File: config.mk
export PLATFORM = sky130hd
export DESIGN_NAME = dbuf_serializer
export DESIGN_NICKNAME = d
export VERILOG_FILES = /design/src/rtl/dbuf_pkg.sv /design/src/rtl/dbuf_hold_reg.sv /design/src/rtl/dbuf_shift_core.sv /design/src/rtl/dbuf_serializer.sv
export SDC_FILE = /design/constraint.sdc
export NUM_CORES = 1
export LEC_CHECK = 0
export BUFFER_PORTS_ARGS = -buffer_cell sky130_fd_sc_hd__buf_2
export CORE_ASPECT_RATIO = 0.6
export CORE_UTILIZATION = 36
export DETAILED_ROUTE_END_ITERATION = 6
export PLACE_DENSITY = 0.65
export SLEW_MARGIN = 20
export SYNTH_ARGS = -nofsm -noshare
export SYNTH_HDL_FRONTEND = slang
export SYNTH_SLANG_ARGS = --single-unit
File: constraint.sdc
create_clock -name clk -period 1.8 [get_ports clk]
set_input_delay 0.27 -clock clk [delete_from_list [all_inputs] [get_ports clk]]
set_output_delay 0.27 -clock clk [all_outputs]
set_load 0.005 [all_outputs]
File: src/rtl/dbuf_pkg.sv
package dbuf_pkg;

  typedef enum logic [1:0] {
    ACT_KEEP  = 2'd0,
    ACT_SHIFT = 2'd1,
    ACT_LOAD  = 2'd2,
    ACT_ZERO  = 2'd3
  } sr_act_e;

  // Priority: clear over load over shift.
  function automatic sr_act_e pick_act(input logic clr_n, input logic ld_n,
                                       input logic sh);
    sr_act_e a;
    if (!clr_n)     a = ACT_ZERO;
    else if (!ld_n) a = ACT_LOAD;
    else if (sh)    a = ACT_SHIFT;
    else            a = ACT_KEEP;
    return a;
  endfunction

endpackage

File: src/rtl/dbuf_hold_reg.sv
module dbuf_hold_reg #(
  parameter int W = 8
) (
  input  logic         clk,
  input  logic         rst_n,
  input  logic         cap_en,
  input  logic [W-1:0] d,
  output logic [W-1:0] q
);

  always_ff @(posedge clk or negedge rst_n) begin
    if (!rst_n)      q <= '0;
    else if (cap_en) q <= d;
  end

endmodule

File: src/rtl/dbuf_shift_core.sv
module dbuf_shift_core
  import dbuf_pkg::*;
#(
  parameter int W = 8
) (
  input  logic         clk,
  input  logic         rst_n,
  input  sr_act_e      act,
  input  logic         ser_in,
  input  logic [W-1:0] load_word,
  output logic [W-1:0] q
);

  logic [W-1:0] shifted;

  // Each stage's shift source: stage 0 takes the serial bit, the rest the stage below.
  for (genvar i = 0; i < W; i++) begin : g_stage
    if (i == 0) begin : g_first
      assign shifted[i] = ser_in;
    end else begin : g_rest
      assign shifted[i] = q[i-1];
    end
  end

  always_ff @(posedge clk or negedge rst_n) begin
    if (!rst_n) begin
      q <= '0;
    end else begin
      unique case (act)
        ACT_ZERO:  q <= '0;
        ACT_LOAD:  q <= load_word;
        ACT_SHIFT: q <= shifted;
        default:   q <= q;
      endcase
    end
  end

endmodule

File: src/rtl/dbuf_serializer.sv
module dbuf_serializer
  import dbuf_pkg::*;
#(
  parameter int W = 8
) (
  input  logic         clk,
  input  logic         rst_n,
  input  logic         cap_en,
  input  logic         shift_en,
  input  logic         load_n,
  input  logic         clear_n,
  input  logic         ser_in,
  input  logic [W-1:0] par_in,
  output logic         ser_out
);

  localparam int TOP = W - 1;

  logic [W-1:0] hold_q;
  logic [W-1:0] shift_q;
  logic [W-1:0] load_word;
  sr_act_e      act;

  // A capture in the same cycle as a load forwards the fresh word.
  assign load_word = cap_en ? par_in : hold_q;
  assign act       = pick_act(clear_n, load_n, shift_en);

  dbuf_hold_reg #(.W(W)) u_hold (
    .clk    (clk),
    .rst_n  (rst_n),
    .cap_en (cap_en),
    .d      (par_in),
    .q      (hold_q)
  );

  dbuf_shift_core #(.W(W)) u_shift (
    .clk       (clk),
    .rst_n     (rst_n),
    .act       (act),
    .ser_in    (ser_in),
    .load_word (load_word),
    .q         (shift_q)
  );

  assign ser_out = shift_q[TOP];

endmodule

==> summary by stage <==
Synth
The number of nets in the synthesized netlist is 88. The number of distinct library cells after synthesis is 11. In the synthesized netlist the dominant register cell turns out to be sky130_fd_sc_hd__dfrtp_1. Sorting the synthesized cells by area gives the leading types as sky130_fd_sc_hd__dfrtp_1, sky130_fd_sc_hd__o221ai_2, sky130_fd_sc_hd__mux2i_1, sky130_fd_sc_hd__inv_1, sky130_fd_sc_hd__nand2_1. The proportion of register bits with asynchronous set or reset after synthesis is 1.00. The netlist area before placement is 798 um2. The instance count of the mapped netlist is 70. The proportion of netlist area held by the largest area contributor is 0.502. The post-synthesis average cell area is 11.4 um2. The part of the Yosys area used for sequential elements is 0.502.

The number of enable flip-flop cells after synthesis is 0. The most frequent cell after synthesis is sky130_fd_sc_hd__inv_1. Yosys printed 0 warnings. The register bit total from synthesis is 16. Sorting the synthesized cells by how often they occur yields sky130_fd_sc_hd__inv_1, sky130_fd_sc_hd__dfrtp_1, sky130_fd_sc_hd__nand2_1. Summed over all instances, the cell type with the most area after synthesis is sky130_fd_sc_hd__dfrtp_1.

STA
Setup repair after global routing left no endpoint under its margin. For the pin with the worst max-slew slack, the measured transition is 0.449 ns. Hold is met by 0.272 ns. The total negative slack for setup checks is 0 ns.

Derived from the worst setup path, the maximum achievable clock frequency is 684 MHz. The final count of hold timing violations is 0. Subtracting the final worst setup slack from the clock period gives 1.46 ns. Across the routed clock network, the largest skew measured is 0.00172 ns. The worst pin sits at a relative slew slack of 0.701. The final max-slew violation count is 0. The share of the clock period used by the worst path after layout is 0.812. Setup violations remaining at the end of the flow were counted as 0.

Outcome
The run finished with clean final reports.

Die
The floorplan step set the die height to 38.5 um. The number of I/O pins is 16. From left edge to right edge, the die measures 62.8 um. The overall die area is 2420 um2. The area of the core is 1970 um2.

The number of core rows is 12. For this configuration, the core starts out at a cell density of 0.406.

Routing
The routed via count divided by cell count is 4.36. The sum of routed wire length over all layers is 1290 um. The first detailed-routing pass ran for 4 iterations.

The final route contains 506 vias. The violation count after the first detailed-route iteration is 5. Dividing the detail-routed wire length by the instance count gives 11.1 um. The number of remaining DRC errors is 0. The detail route stage leaves a number of antenna-violating nets equal to 0.

Clock network
CTS built an H-tree with a depth of 1. The number of buffers inserted to repair setup after CTS is 0. The total number of clock tree sinks is 16.

The number of buffers created by CTS is 3. For the worst-skew pair, the clock arrives at the later sink with an insertion delay of 0.25 ns. The cell sitting at the root of the clock tree is a sky130_fd_sc_hd__clkbuf_8. The CTS clock-pin slew for the worst setup and hold paths is 0.06 ns. The buffer depth of the longest clock path is 2. The TritonCTS clock tree is yes.

Critical path
The worst path arrival time is 1.62 ns. The highest-delay cell along the critical path is sky130_fd_sc_hd__or3b_1. Grouping stages by cell kind, the critical path spends the most delay in simple AND/OR/NAND/NOR gates. The critical path capture point type is a register.

The number of buffers and inverters on the critical path is 1. The delay of the slowest cell on the worst path is 0.57 ns. STA puts the critical path data required time at 1.96 ns.

Traced cell by cell, the critical path runs through buf_2 > nand2_1 > and2_1 > ha_1 > or3b_1 > o221ai_2. By startpoint and endpoint, the worst setup path is classified as input pin to register. Of all nets on the critical path, the largest fanout is 8.

The worst setup path is launched from an input pin. The internal reg-to-reg setup slack is 0.96 ns. For the worst flop-to-flop path, the logic depth is 2.

In this run the critical register-to-register path is captured at u_shift.q[3]$_DFFE_PN0P_. The startpoint identified for the worst register-to-register timing path is u_hold.q[3]$_DFF_PN0_.

Finish
In the final design database the tool counted 107 nets. The final standard cell area without fillers is 957 um2. The antenna diode instance count is 0.

The number of filler instances in the final layout is 183. From synthesis to final layout, the design area changed by 19.9%. The number of standard cells in the final layout excluding fillers is 116. Registers take 400 um2. In the final layout, the multi-input gates occupy 303 um2.

The proportion of layout cells with a drive suffix above 1 is 0.330.

Place
The count of placed standard cells including taps is 111. At the end of routability-driven placement, the weighted congestion stood at 0.682. The cell area after placement is 892 um2. During placement, the flow inserted port buffers numbering 15. The final HPWL from detailed placement is 1040 um.

Power
The net switching fraction of the power is 0.225. The net switching component of the power is 0.000181 W. The worst-case IR drop observed on VDD is 0.607 mV. The total leakage power is 0.483 nW.

The post-route total power is 0.000805 W. The cell-internal power is 0.000624 W. The combinational power share is 0.123.

Of the total power, the clock network draws 0.385. The register share of total power is 0.492. In this run the power density over the cells is 841 nW/um2.

Global route
Across every metal layer, demand over resource in global routing totals 0.136. The global-route wire length before repair is 2260 um. The number of antenna violations at the first check in global routing is 0. The via count of the first global-routing pass was 498. After global routing the overflow that remains totals 0. The largest net degree at the start of global routing is 17.

Worst hold path
The number of instances on the worst hold path is 3. In this run the most critical hold path is launched from par_in[0]. For hold timing, the worst endpoint is u_hold.q[0]$_DFF_PN0_. In this run the worst hold path is classified as input pin to register.

Job
The number of max-cap violations is 0.
[repair_timing]
| action | CTS | global route |
|---|---|---|
| endpoints found under the hold margin | 16 | 0 |
| gates resized for setup | 0 | 0 |
| hold buffers | 1 | 0 |
[sequential cells by signal, indices dropped and copies added (netlist names)]
register / count
u_shift.q: 8
u_hold.q: 8
[area by class of cell]
| class | count | share of cell area |
|---|---|---|
| timing repair buffer | 18 | 0.105 |
| inverter | 17 | 0.0667 |
| tap | 28 | 0.0366 |
| sequential | 16 | 0.418 |
| clock buffer | 4 | 0.0575 |
| multi-input combinational | 33 | 0.316 |
[metal layers]
layer  vias to the layer above  track usage  routed length [um]
met4                         0       0.0698                  20
met5                         -            0                   0
met2                        12        0.220                 557
met3                         4       0.0625                  75
met1                       229        0.155                 636
li1                        261            -                   -
[worst register-to-register path, cell delays in order (launching register included)]
cell                       delay (ns)
sky130_fd_sc_hd__dfrtp_1         0.36
sky130_fd_sc_hd__mux2i_1         0.23
sky130_fd_sc_hd__o221ai_2        0.12
[metrics by stage]
step | utilization | setup slack [ns]
CTS | 0.487 | 0.329
global route | 0.487 | 0.233
finish | 0.487 | 0.338
detailed placement | 0.454 | 0.0686
floorplan | - | 0.263
global placement | 0.454 | 0.110
[worst max path at each step]
stage	start	endpoint	slack, ns	cells past startpoint
detailed placement	load_n	u_shift.q[2]$_DFFE_PN0P_	0.07	6
floorplan	shift_en	u_shift.q[0]$_DFFE_PN0P_	0.26	7
finish	load_n	u_shift.q[2]$_DFFE_PN0P_	0.34	6
global placement	load_n	u_shift.q[0]$_DFFE_PN0P_	0.11	6
global route	load_n	u_shift.q[3]$_DFFE_PN0P_	0.23	6
CTS	load_n	u_shift.q[2]$_DFFE_PN0P_	0.33	6
[cells by family after synthesis]
group,after synthesis,share of synthesized area
compound gates,8,0.150
mux,8,0.100
flops,16,0.502
buf+inv,21,0.119
fa+ha+maj,3,0.0470
simple gates,14,0.0815
[power by group through the flow]
stage | Sequential, W | Combinational (W) | Clock, W
CTS | 0.000396 | 0.000101 | 0.000319
global route | 0.000399 | 0.000113 | 0.000337
finish | 0.000396 | 0.0000989 | 0.000310
detailed placement | 0.000403 | 0.0000996 | 0
floorplan | 0.000401 | 0.0000666 | 0
global placement | 0.000403 | 0.0000952 | 0
[placed cells by master, fill, tap and decap left out]
| cell | count |
|---|---|
| sky130_fd_sc_hd__inv_1 | 17 |
| sky130_fd_sc_hd__dfrtp_1 | 16 |
| sky130_fd_sc_hd__buf_2 | 15 |
| sky130_fd_sc_hd__nand2_1 | 11 |
| sky130_fd_sc_hd__mux2i_1 | 8 |
| sky130_fd_sc_hd__o221ai_2 | 8 |
| sky130_fd_sc_hd__clkbuf_8 | 4 |
| sky130_fd_sc_hd__ha_1 | 3 |
| sky130_fd_sc_hd__or3b_1 | 2 |
| sky130_fd_sc_hd__buf_4 | 2 |
| sky130_fd_sc_hd__and2_1 | 1 |
| sky130_fd_sc_hd__dlygate4sd3_1 | 1 |
No activity file was read; power rests on OpenSTA's default activity.
